===== src/rtl/ser_atr_pkg.sv =====
package ser_atr_pkg;

  localparam int BYTE_BITS = 8;
  localparam int BIT_IDX_W = $clog2(BYTE_BITS);

  typedef enum logic [1:0] {
    ST_IDLE   = 2'd0,
    ST_HOLD   = 2'd1,
    ST_STREAM = 2'd2
  } ser_state_e;

  typedef enum logic {
    SRC_MAIN = 1'b0,
    SRC_PROT = 1'b1
  } ser_src_e;

endpackage


===== src/rtl/ser_rst_sync.sv =====
module ser_rst_sync (
  input  logic clk,
  input  logic rst_n,
  output logic rst_sn
);

  logic [1:0] sync_q;

  // Assert asynchronously, release through two flops.
  always_ff @(posedge clk or negedge rst_n) begin
    if (!rst_n) begin
      sync_q <= 2'b00;
    end else begin
      sync_q <= {sync_q[0], 1'b1};
    end
  end

  assign rst_sn = sync_q[1];

endmodule


===== src/rtl/ser_line_edges.sv =====
module ser_line_edges (
  input  logic clk,
  input  logic rst_n,
  input  logic card_clk,
  input  logic card_rst,
  output logic clk_fall,
  output logic rst_fall
);

  logic clk_q;
  logic rst_q;

  always_ff @(posedge clk or negedge rst_n) begin
    if (!rst_n) begin
      clk_q <= 1'b0;
      rst_q <= 1'b0;
    end else begin
      clk_q <= card_clk;
      rst_q <= card_rst;
    end
  end

  // A fall is seen on the first edge that samples the low level.
  assign clk_fall = clk_q & ~card_clk;
  assign rst_fall = rst_q & ~card_rst;

endmodule


===== src/rtl/ser_stream_seq.sv =====
module ser_stream_seq
  import ser_atr_pkg::*;
#(
  parameter int ADDR_W    = 8,
  parameter int ATR_BYTES = 4,
  parameter int PROT_BITS = 32
) (
  input  logic                          clk,
  input  logic                          rst_n,
  input  logic                          card_rst,
  input  logic                          clk_fall,
  input  logic                          rst_fall,
  input  logic                          cmd_go,
  input  logic                          cmd_kind,
  input  logic [ADDR_W-1:0]             cmd_addr,
  output logic                          emit,
  output logic                          release_io,
  output logic [ADDR_W+BIT_IDX_W-1:0]   ptr,
  output ser_src_e                      src,
  output logic                          busy
);

  localparam int PTR_W     = ADDR_W + BIT_IDX_W;
  localparam int CNT_W     = PTR_W + 1;
  localparam int MEM_BYTES = 1 << ADDR_W;
  localparam int ATR_BITS  = ATR_BYTES * BYTE_BITS;

  ser_state_e        state_q, state_d;
  logic [PTR_W-1:0]  ptr_q, ptr_d;
  logic [CNT_W-1:0]  remain_q, remain_d;
  ser_src_e          src_q, src_d;

  always_comb begin
    state_d    = state_q;
    ptr_d      = ptr_q;
    remain_d   = remain_q;
    src_d      = src_q;
    emit       = 1'b0;
    release_io = 1'b0;
    if (card_rst) begin
      // Card reset wins everywhere: park at the start of the reset dump.
      state_d    = ST_HOLD;
      ptr_d      = '0;
      remain_d   = CNT_W'(ATR_BITS);
      src_d      = SRC_MAIN;
      release_io = 1'b1;
    end else begin
      unique case (state_q)
        ST_IDLE: begin
          if (cmd_go) begin
            state_d = ST_STREAM;
            if (cmd_kind) begin
              src_d    = SRC_PROT;
              ptr_d    = '0;
              remain_d = CNT_W'(PROT_BITS);
            end else begin
              src_d    = SRC_MAIN;
              ptr_d    = {cmd_addr, {BIT_IDX_W{1'b0}}};
              remain_d = (CNT_W'(MEM_BYTES) - CNT_W'(cmd_addr)) << BIT_IDX_W;
            end
          end
        end
        ST_HOLD: begin
          // The reset fall itself carries the first bit out.
          if (rst_fall) begin
            emit     = 1'b1;
            ptr_d    = ptr_q + PTR_W'(1);
            remain_d = remain_q - CNT_W'(1);
            state_d  = ST_STREAM;
          end
        end
        ST_STREAM: begin
          if (clk_fall) begin
            if (remain_q != '0) begin
              emit     = 1'b1;
              ptr_d    = ptr_q + PTR_W'(1);
              remain_d = remain_q - CNT_W'(1);
            end else begin
              release_io = 1'b1;
              state_d    = ST_IDLE;
            end
          end
        end
        default: state_d = ST_IDLE;
      endcase
    end
  end

  always_ff @(posedge clk or negedge rst_n) begin
    if (!rst_n) begin
      state_q  <= ST_IDLE;
      ptr_q    <= '0;
      remain_q <= '0;
      src_q    <= SRC_MAIN;
    end else begin
      state_q  <= state_d;
      ptr_q    <= ptr_d;
      remain_q <= remain_d;
      src_q    <= src_d;
    end
  end

  assign ptr  = ptr_q;
  assign src  = src_q;
  assign busy = (state_q != ST_IDLE);

endmodule


===== src/rtl/ser_bit_pick.sv =====
module ser_bit_pick
  import ser_atr_pkg::*;
#(
  parameter int PROT_BITS = 32,
  parameter int PIDX_W    = (PROT_BITS > 1) ? $clog2(PROT_BITS) : 1
) (
  input  ser_src_e                 src,
  input  logic [BIT_IDX_W-1:0]     bit_idx,
  input  logic [PIDX_W-1:0]        prot_idx,
  input  logic [BYTE_BITS-1:0]     mem_data,
  input  logic [PROT_BITS-1:0]     prot_bits,
  output logic                     drive_low
);

  logic prot_sel;
  logic main_sel;

  generate
    if (PROT_BITS > 1) begin : g_prot_many
      assign prot_sel = prot_bits[prot_idx];
    end else begin : g_prot_one
      logic unused_idx;
      assign unused_idx = ^prot_idx;
      assign prot_sel   = prot_bits[0] | (unused_idx & 1'b0);
    end
  endgenerate

  assign main_sel = mem_data[bit_idx];

  // A set protection flag shows as a low line; a main bit drives low when 0.
  assign drive_low = (src == SRC_PROT) ? prot_sel : ~main_sel;

endmodule


===== src/rtl/atr_read_serializer.sv =====
module atr_read_serializer
  import ser_atr_pkg::*;
#(
  parameter int ADDR_W    = 8,
  parameter int ATR_BYTES = 4,
  parameter int PROT_BITS = 32
) (
  input  logic                   clk,
  input  logic                   rst_n,
  input  logic                   card_clk,
  input  logic                   card_rst,
  input  logic                   cmd_go,
  input  logic                   cmd_kind,
  input  logic [ADDR_W-1:0]      cmd_addr,
  output logic [ADDR_W-1:0]      mem_addr,
  input  logic [BYTE_BITS-1:0]   mem_data,
  input  logic [PROT_BITS-1:0]   prot_bits,
  output logic                   io_drive_low
);

  localparam int PTR_W  = ADDR_W + BIT_IDX_W;
  localparam int PIDX_W = (PROT_BITS > 1) ? $clog2(PROT_BITS) : 1;

  logic             rst_sn;
  logic             clk_fall;
  logic             rst_fall;
  logic             emit;
  logic             release_io;
  logic [PTR_W-1:0] ptr;
  ser_src_e         src;
  logic             busy;
  logic             pick_low;
  logic             io_en;
  logic             io_d;
  logic             io_q;
  logic [PIDX_W-1:0] prot_idx;

  ser_rst_sync u_rst (
    .clk    (clk),
    .rst_n  (rst_n),
    .rst_sn (rst_sn)
  );

  ser_line_edges u_edges (
    .clk      (clk),
    .rst_n    (rst_sn),
    .card_clk (card_clk),
    .card_rst (card_rst),
    .clk_fall (clk_fall),
    .rst_fall (rst_fall)
  );

  ser_stream_seq #(
    .ADDR_W    (ADDR_W),
    .ATR_BYTES (ATR_BYTES),
    .PROT_BITS (PROT_BITS)
  ) u_seq (
    .clk        (clk),
    .rst_n      (rst_sn),
    .card_rst   (card_rst),
    .clk_fall   (clk_fall),
    .rst_fall   (rst_fall),
    .cmd_go     (cmd_go),
    .cmd_kind   (cmd_kind),
    .cmd_addr   (cmd_addr),
    .emit       (emit),
    .release_io (release_io),
    .ptr        (ptr),
    .src        (src),
    .busy       (busy)
  );

  assign prot_idx = ptr[PIDX_W-1:0];

  ser_bit_pick #(
    .PROT_BITS (PROT_BITS),
    .PIDX_W    (PIDX_W)
  ) u_pick (
    .src       (src),
    .bit_idx   (ptr[BIT_IDX_W-1:0]),
    .prot_idx  (prot_idx),
    .mem_data  (mem_data),
    .prot_bits (prot_bits),
    .drive_low (pick_low)
  );

  assign mem_addr = ptr[PTR_W-1:BIT_IDX_W];

  // Line register: loads a data bit on emit, drops the pull-down on release.
  assign io_en = emit | release_io;
  assign io_d  = emit ? pick_low : 1'b0;

  always_ff @(posedge clk or negedge rst_sn) begin
    if (!rst_sn) begin
      io_q <= 1'b0;
    end else if (io_en) begin
      io_q <= io_d;
    end
  end

  assign io_drive_low = io_q;

endmodule


===== config.mk =====
export PLATFORM = sky130hd
export DESIGN_NAME = atr_read_serializer
export DESIGN_NICKNAME = d
export VERILOG_FILES = /design/src/rtl/ser_atr_pkg.sv /design/src/rtl/ser_rst_sync.sv /design/src/rtl/ser_line_edges.sv /design/src/rtl/ser_stream_seq.sv /design/src/rtl/ser_bit_pick.sv /design/src/rtl/atr_read_serializer.sv
export SDC_FILE = /design/constraint.sdc
export NUM_CORES = 1
export LEC_CHECK = 0
export CAP_MARGIN = 20
export CORE_MARGIN = 5
export CORE_UTILIZATION = 50
export DETAILED_ROUTE_END_ITERATION = 10
export PLACE_DENSITY_LB_ADDON = 0.25
export SLEW_MARGIN = 30
export SYNTH_ARGS = -nofsm -noshare
export SYNTH_HDL_FRONTEND = slang
export SYNTH_SLANG_ARGS = --single-unit
export TNS_END_PERCENT = 1

===== constraint.sdc =====
create_clock -name clk -period 1.1 [get_ports clk]
set_input_delay 0.22 -clock clk [delete_from_list [all_inputs] [get_ports clk]]
set_output_delay 0.22 -clock clk [all_outputs]
set_load 0.05 [all_outputs]

Word-level counts from Yosys, hierarchy flattened
Index checks and enable logic that the tools add are counted.
Operators by class
  add/subtract/negate cells: 3
  reductions and logical operators: 8
  mux-type cells: 39
  shift-type cells: 0
  $lt $le $gt $ge: 2
  divide/modulo/power cells: 0
  multipliers: 0
  bitwise operators: 6
  equal/unequal tests: 7
Operator list (count)
  $mux 12: 6
  $mux 11: 6
  $pmux 12 s3: 1
  $pmux 11 s3: 1
  $mux 1: 16
  $ne 3x3->1 const B: 4
  $reduce_bool 12->1: 1
  $sub 12x1->12 const B: 1
  $add 11x1->11 const B: 1
  $mux 2: 5
  $sub 9x8->9 const A: 1
  $lt 5x6->1 const B: 1
  $pmux 2 s3: 1
  $bmux 1 s5: 1
  $reduce_and 5->1: 1
  $lt 3x4->1 const B: 1
  $reduce_and 4->1: 1
  $reduce_bool 2->1: 2
  $reduce_bool 4->1: 1
  $bmux 1 s3: 1
  $ne 3x2->1 const B: 1
  $not 1->1: 3
  $and 1x1->1: 2
  $eq 2x1->1 const B: 1
  5 further kinds: 5
Storage, ports and cells
  bits in registers: 31
  RAM bits: 0
  ROM bits: 0
  bits in latches: 0
  bits of input ports: 54
  output and inout bits: 9
  memories kept: 0

Depth between registers and ports, before layout
Gate-level depths: netlist of the first run.
  depth after elaboration: 6
  depth in mapped cells: 9
  gate-level depth less buffers: 7

Modules after synthesis
From an unflattened synthesis of the first run, not the netlist that was laid out.
Second synthesis, totals
  cell total of the unflattened synthesis: 285
  area, all modules: 2457.4 um^2
By module, submodules not included
  ser_stream_seq: sequential area each 650.6 um^2, area an instance 1904.3 um^2, times used 1, cells an instance 229
  ser_bit_pick: sequential area each 0.0 um^2, area an instance 384.1 um^2, times used 1, cells an instance 46
  ser_line_edges: sequential area each 50.0 um^2, area an instance 77.6 um^2, times used 1, cells an instance 4
  ser_rst_sync: sequential area each 50.0 um^2, area an instance 53.8 um^2, times used 1, cells an instance 3
  atr_read_serializer: sequential area each 25.0 um^2, area an instance 37.5 um^2, times used 1, cells an instance 3

Worst setup path before layout of the first run
Ideal clock, no wire load.
  kind: flip-flop to flip-flop
  start: register u_seq.state_q[0]
  end: register u_seq.ptr_q[7] (netlist: u_seq.ptr[7])
  setup slack: -0.752 ns
  required time: 0.974 ns
  arrival: 1.726 ns
  cell stages (with the launch flop): 10
  library setup time: 0.126 ns
  cell sequence: dfrtp_1 -> inv_1 -> ha_1 -> and3b_1 -> buf_2 -> nand3_1 -> o21ai_1 -> buf_2 -> a21boi_1 -> a221o_1
On the way
  cells in the longest elaborated chain, start to end: 3
  elaborated cells on any way between the ends: 11
RTL lines
  start: declaration: line ser_stream_seq.sv:28  | ser_state_e state_q, state_d;
  start signal: assignment: line ser_stream_seq.sv:96  | state_q <= state_d;
  $eq 2x2->1, or another cell as far along: line ser_stream_seq.sv:48  | unique case (state_q)
  $ne 3x2->1 (no source line), or another cell as far along
  $reduce_and 5->1 (no source line) or $mux 11 (tied branches)
  end signal: assignment: line ser_stream_seq.sv:97  | ptr_q <= ptr_d;
  end: declaration: line ser_stream_seq.sv:29  | logic [PTR_W-1:0] ptr_q, ptr_d;
Several ways; a longest one is shown, not always the timed one.
A chain may end at the register's enable or synchronous reset.

Worst setup path in the final report of the first run
  start: register u_seq.remain_q[4]
  end: register u_seq.remain_q[4]
On the way
  cells in the longest elaborated chain, start to end: 5
  elaborated cells on any way between the ends: 9
RTL lines
  start: declaration: line ser_stream_seq.sv:30  | logic [CNT_W-1:0] remain_q, remain_d;
  start signal: assignment: line ser_stream_seq.sv:98  | remain_q <= remain_d;
  $sub 12x1->12: line ser_stream_seq.sv:68, ser_stream_seq.sv:77
  $mux 12: line ser_stream_seq.sv:74  | if (remain_q != '0) begin
  $mux 12: line ser_stream_seq.sv:73  | if (clk_fall) begin
  $pmux 12 s3: line ser_stream_seq.sv:48
  $mux 12: line ser_stream_seq.sv:40  | if (card_rst) begin
Several ways; a longest one is shown, not always the timed one. The select of a mux whose other input is x is not followed.

==> results.sh, run 1 <==
export IMPL_syn_inst=292
export IMPL_endpoint_kind="flop"
export IMPL_drt_iter0_markers=338
export IMPL_cellPowerDensity_nw_per_um2=1897
export IMPL_slew_viol_final=0
export IMPL_final_layout_size_suffix_gt1_frac=0.3718
export IMPL_rows=25
export IMPL_cellLeakagePower_nw=1.763
export IMPL_hold_viol_final=0
export IMPL_fp_dieH_um=80.60
export IMPL_finish_net_count=485
export IMPL_grt_pass1_wl_um=14720
export IMPL_worst_r2r_setup_slack_ps=-810
export IMPL_first_pass_iters=5
export IMPL_worstPathMaxFanout=5
export IMPL_timing_rr_end="u_seq.remain_q[4]$_DFFE_PN0P_"
export IMPL_placed_cells=468
export IMPL_fin_cells=492
export IMPL_ys_seq_elements=31
export IMPL_clkPwrFrac=0.128
export IMPL_place_ws_ps=-919.8
export IMPL_synth_avg_cell_area_um2=8.536
export IMPL_seqPwrFrac=0.215
export IMPL_vias=2970
export IMPL_wl_per_cell_um=19.39
export IMPL_synth_edff_count=0
export IMPL_yosys_warnings=0
export IMPL_grt_pass1_vias=3047
export IMPL_arrival_ps=2090
export IMPL_boundaryPins=63
export IMPL_routed_wl_um=9542
export IMPL_violations="setup timing"
export IMPL_final_hold_worst_slack_ps=84.77
export IMPL_crit_required_ps=1280
export IMPL_antenna_found_initial=0
export IMPL_async_flop_share=1.000
export IMPL_vdd_ir_drop_max_mv=1.536
export IMPL_timing_rr_start="u_seq.remain_q[4]$_DFFE_PN0P_"
export IMPL_cts_sinks=31
export IMPL_p_switching_mw=3.347
export IMPL_fin_skew_ps=10.50
export IMPL_syn_to_final_growth_pct=69.03
export IMPL_clockBufferDepth=2
export IMPL_seq_area_frac_synth=0.3112
export IMPL_p_total_mw=7.991
export IMPL_grt_ovfl_total=0
export IMPL_htreeDepth=2
export IMPL_die_area_um2=6496
export IMPL_path_class="reg -> reg"
export IMPL_cts_buffers=5
export IMPL_synth_ff_type="dfrtp_1"
export IMPL_yosysTopAreaCellShare=0.3112
export IMPL_yosys_area_top_type="dfrtp_1"
export IMPL_avgViaCountPerCell=6.037
export IMPL_grt_max_degree=30
export IMPL_detail_route_antenna_nets=0
export IMPL_maxCapViolCount=0
export IMPL_clkTransAtPathRegs_ps=70
export IMPL_outcome="complete, but fails checks"
export IMPL_worst_setup_path_start_kind="flop"
export IMPL_clock_insertion_delay_worst_skew_ps=300
export IMPL_place_congestion=0.9414
export IMPL_antenna_cells=0
export IMPL_fin_util=0.8803
export IMPL_worstRegToRegCells=5
export IMPL_yosys_top_cells_area="dfrtp_1 (31%), mux2i_1 (6.4%), nand2_1 (3.8%)"
export IMPL_syn_num_nets=353
export IMPL_setup_slack_ps=-806.1
export IMPL_period_minus_slack_ps=1906
export IMPL_synth_cell_types=62
export IMPL_rsz0062_at_grt="yes"
export IMPL_max_freq_mhz=524.6
export IMPL_holdCritPathClass="in -> async"
export IMPL_core_um2=4786
export IMPL_io_buffers=62
export IMPL_finalCritPeriodShare=1.733
export IMPL_track_usage=0.2968
export IMPL_synth_cell_area_um2=2492
export IMPL_root_buffer="clkbuf_8"
export IMPL_initial_core_util=0.5208
export IMPL_die_w_um=80.60
export IMPL_hpwlAfterDp_um=6269
export IMPL_drc_errors=0
export IMPL_p_int_mw=4.644
export IMPL_cts_tree="done"
export IMPL_power_frac_comb=0.656
export IMPL_swShare=0.4189
export IMPL_hold_buffers=0
export IMPL_finalSetupViolations=35
## power groups by stage
stage	Combinational, mW	Sequential [mW]	Clock [mW]
floorplan	2.33	1.70	0
detailed placement	4.19	1.68	0
finish	5.24	1.72	1.03
global route	5.57	1.75	1.08
CTS	4.90	1.68	1.03
global placement	4.03	1.66	0
## Yosys cell counts, drive strengths merged (3+ instances only)
library cell  number
nand2b            10
and2               5
nor2              22
o311ai             3
or3                5
nand4              6
o21ai             26
a2111oi            7
clkbuf             5
nand2             25
xor2               5
a21o               3
nor3              11
a31oi              4
buf               17
nand3             17
a211oi             4
mux2i             16
or2                3
o31a               3
and3               3
inv                9
a21oi              9
a22oi              6
nor2b              4
ha                 7
dfrtp             31
## worst max path at each step
stage | depth (start not counted) | end | startpoint | slack (ps)
2_1_floorplan | 8 | u_seq.remain_q[5]$_DFFE_PN0P_ | u_seq.remain_q[0]$_DFFE_PN0P_ | -630
3_3_place_gp | 8 | u_seq.remain_q[10]$_DFFE_PN0P_ | cmd_addr[2] | -890
3_5_place_dp | 7 | u_seq.remain_q[6]$_DFFE_PN0P_ | card_clk | -920
4_1_cts | 8 | u_seq.remain_q[8]$_DFFE_PN0P_ | u_seq.state_q[0]$_DFFE_PN0P_ | -760
5_1_grt | 7 | u_seq.remain_q[4]$_DFFE_PN0P_ | u_seq.remain_q[0]$_DFFE_PN0P_ | -860
6_report | 5 | u_seq.remain_q[4]$_DFFE_PN0P_ | u_seq.remain_q[4]$_DFFE_PN0P_ | -810
## layer usage
metal  part of all wire  up-vias  global-route usage
met3               0.10       45             0.06951
li1                   -     1334                   -
met5                  0        -                   0
met2               0.48      219              0.4909
met4              0.037        0              0.1419
met1               0.38     1372              0.3612
## cells by family (layout without fill, tap and decap cells)
family	Yosys count	after routing	share of synthesized area
other	1	1	0.001505
and+or+nand+nor	117	117	0.2520
adders and majority gates	7	7	0.03514
xor gates and xnor gates	6	6	0.02108
muxes	18	18	0.08233
DFF	31	31	0.3112
AOI/OAI and AO/OA	81	82	0.2299
buffers and inverters	31	163	0.06676
## critical path, stage by stage (launching register included)
cell and delay [ps]:
dfrtp_1 470, nor3_2 370, nand4_4 200, a21o_1 260, and2_4 190, a221o_1 310
## per-stage QoR
stage | cell area [µm²] | setup TNS (ps)
CTS | 4148 | -18980
global placement | 3721 | -20080
global route | 4213 | -21680
finish | 4213 | -19770
floorplan | 2525 | -14480
detailed placement | 3721 | -21440
## cell type report
type / count / area (µm²)
tap: 67 / 83.83
multi-input combinational: 231 / 1793
inverter: 9 / 33.78
timing repair buffer: 146 / 1424
fill: 232 / 573.1
sequential: 31 / 778.2
clock buffer: 8 / 100.1
## flip-flops by register name, summed over array words and instances (netlist names)
signal and count:
u_seq.remain_q 12, u_seq.ptr 11, u_rst.sync_q 2, u_seq.state_q 2, io_drive_low 1, u_edges.clk_q 1
u_edges.rst_q 1, u_seq.src 1
## cell usage in the layout (no fill, tap or decap), types with 4 or more instances in the layout
cell	count
nand4_1	5
dfrtp_1	29
nand2_1	23
xor2_1	5
nand2b_1	7
nand3_1	16
clkdlybuf4s50_1	53
inv_1	5
buf_6	12
o21ai_2	6
nor3_2	4
nor2_1	20
inv_2	4
and2_1	4
clkbuf_8	7
o21ai_1	16
buf_12	12
nor3_1	7
a22oi_1	6
a21oi_1	7
buf_4	69
ha_4	4
mux2i_1	16
## repair_timing
item / CTS / global route
resized for setup: 55 / 21
cloned: 2 / 0
endpoints found under the setup margin: 35 / 36
buffers inserted: 12 / 2
pin swaps: 21 / 13
(Power assumes the default switching activity.)
==> run 2: changes to the inputs <==
==> constraint.sdc (replaced) <==
create_clock -name clk -period 1.1 [get_ports clk]
set_input_delay 0.22 -clock clk [delete_from_list [all_inputs] [get_ports clk]]
set_output_delay 0.22 -clock clk [all_outputs]
set_load 0.1 [all_outputs]
==> run 2 against run 1 <==
The run still ends with setup timing left. Utilization grew 2.4 points. Fmax shrank 9.3%. Setup slack lost 200 ps. Critical path type unchanged. Largest cell class unchanged. Largest power group unchanged.
==> results.sh, run 2 (synthesis gave the netlist of run 1 again) <==
export IMPL_relSlewSlack=0.5235
export IMPL_syn_to_final_growth_pct=73.64
export IMPL_fin_cells=494
export IMPL_cts_sinks=31
export IMPL_place_congestion=0.8984
export IMPL_hold_viol_final=0
export IMPL_cts_tree="done"
export IMPL_drc_errors=0
export IMPL_clockBufferDepth=2
export IMPL_avgViaCountPerCell=6.559
export IMPL_crit_required_ps=1240
export IMPL_grt_pass1_wl_um=15080
export IMPL_vias=3240
export IMPL_setup_tns_ps=-21990
export IMPL_setup_slack_ps=-1001
export IMPL_fillers=189
export IMPL_outcome="complete, but fails checks"
export IMPL_placed_area_um2=3754
export IMPL_grt_max_degree=30
export IMPL_cellPowerDensity_nw_per_um2=2068
export IMPL_antenna_cells=0
export IMPL_finalSetupViolations=36
export IMPL_rows=25
export IMPL_htreeDepth=2
export IMPL_detail_route_antenna_nets=0
export IMPL_core_um2=4786
export IMPL_hpwlAfterDp_um=6148
export IMPL_clkTransAtPathRegs_ps=70
export IMPL_vdd_ir_drop_max_mv=2.117
export IMPL_worstPathMaxFanout=9
export IMPL_die_area_um2=6496
export IMPL_root_buffer="clkbuf_8"
export IMPL_final_layout_size_suffix_gt1_frac=0.3981
export IMPL_finalCritPeriodShare=1.910
export IMPL_boundaryPins=63
export IMPL_final_hold_worst_slack_ps=91.91
export IMPL_regMostFlops="u_seq.remain_q"
export IMPL_largest_reg_flops=12
export IMPL_die_w_um=80.60
export IMPL_clock_insertion_delay_worst_skew_ps=310
export IMPL_routed_wl_um=10930
export IMPL_grt_pass1_vias=3154
export IMPL_fin_skew_ps=18.74
export IMPL_layout_common_cells="buf_4 (70), clkdlybuf4s50_1 (53), dfrtp_1 (30)"
export IMPL_tightest_slew_ps=705.6
export IMPL_violations="setup timing"
export IMPL_path_class="reg -> reg"
export IMPL_grt_ovfl_total=0
export IMPL_io_buffers=62
export IMPL_p_total_mw=8.949
export IMPL_rsz0062_at_grt="yes"
export IMPL_final_common_cell="buf_4"
export IMPL_arrival_ps=2240
export IMPL_cellLeakagePower_nw=1.796
export IMPL_finish_net_count=487
export IMPL_drt_iter0_markers=399
export IMPL_max_freq_mhz=475.9
export IMPL_worst_setup_path_start_kind="flop"
export IMPL_holdCritPathClass="in -> async"
export IMPL_placed_cells=474
export IMPL_initial_core_util=0.5208
export IMPL_endpoint_kind="flop"
export IMPL_wl_per_cell_um=22.12
export IMPL_hold_buffers=0
export IMPL_fp_dieH_um=80.60
export IMPL_cts_buffers=5
export IMPL_antenna_found_initial=0
export IMPL_finish_instance_area_um2=4328
export IMPL_slew_viol_final=0
export IMPL_maxCapViolCount=0
export IMPL_first_pass_iters=6
export IMPL_period_minus_slack_ps=2101
export IMPL_track_usage=0.3071
## run 2: cell types whose count changed in the layout (fill, tap and decap cells not counted), sizes merged
cell	delta
buf	+2
bufinv	+1
clkbuf	-2
clkinv	+1
## run 2: worst paths after layout
check	startpoint	to	slack [ps]	cells past startpoint
max	u_seq.state_q[0]$_DFFE_PN0P_	u_seq.remain_q[8]$_DFFE_PN0P_	-1000	8
min	rst_n	u_rst.sync_q[0]$_DFF_PN0_	90	1
max reg2reg	u_seq.state_q[0]$_DFFE_PN0P_	u_seq.remain_q[8]$_DFFE_PN0P_	-1000	8
min reg2reg	u_rst.sync_q[1]$_DFF_PN0_	u_seq.remain_q[3]$_DFFE_PN0P_	260	1
max in group asynchronous	u_rst.sync_q[1]$_DFF_PN0_	u_seq.ptr[9]$_DFFE_PN0P_	510	1
min in group clk	u_rst.sync_q[0]$_DFF_PN0_	u_rst.sync_q[1]$_DFF_PN0_	370	0
## run 2: stage by stage
stage	worst slack, ps	util
6_report	-1001	0.9043
2_1_floorplan	-634.0	-
3_3_place_gp	-904.3	0.7843
5_1_grt	-1069	0.9043
3_5_place_dp	-968.6	0.7843
4_1_cts	-797.0	0.8625
## run 2: critical path, cell delays in order (launching register included)
cell	delay [ps]
dfrtp_1	440
inv_2	120
ha_4	140
and3b_2	270
nand3_4	120
o21a_4	300
buf_6	160
o21ai_1	200
o221ai_1	190
## run 2: layout make-up
cell class / instances / area, µm² / share of cell area
repair buffers: 148 / 1425 / 0.3293
clock buffers: 6 / 82.58 / 0.01908
clock inverters: 2 / 35.03 / 0.008095
well taps: 67 / 83.83 / 0.01937
flip-flops and latches: 31 / 777.0 / 0.1795
multi-input cells: 231 / 1891 / 0.4368
inverters: 9 / 33.78 / 0.007806
## run 2: report_power, final
group / leakage [nW] / total, mW / internal, mW / switching, mW
Sequential: 0.404 / 1.75 / 1.41 / 0.340
Combinational: 1.33 / 5.95 / 2.76 / 3.19
Clock: 0.0612 / 1.25 / 0.734 / 0.519
## run 2: metal layers
metal,part of all wire,vias up,track usage
met5,0,-,0
met1,0.35,1551,0.3366
met2,0.48,261,0.5480
li1,-,1348,-
met3,0.11,80,0.07960
met4,0.056,0,0.1436
## run 2: repair_timing
| item | in CTS | in global routing |
|---|---|---|
| buffers inserted | 6 | 5 |
| cloned | 1 | 0 |
| gates resized for setup | 53 | 40 |
| pin swaps | 22 | 16 |
| setup endpoints to repair | 36 | 36 |
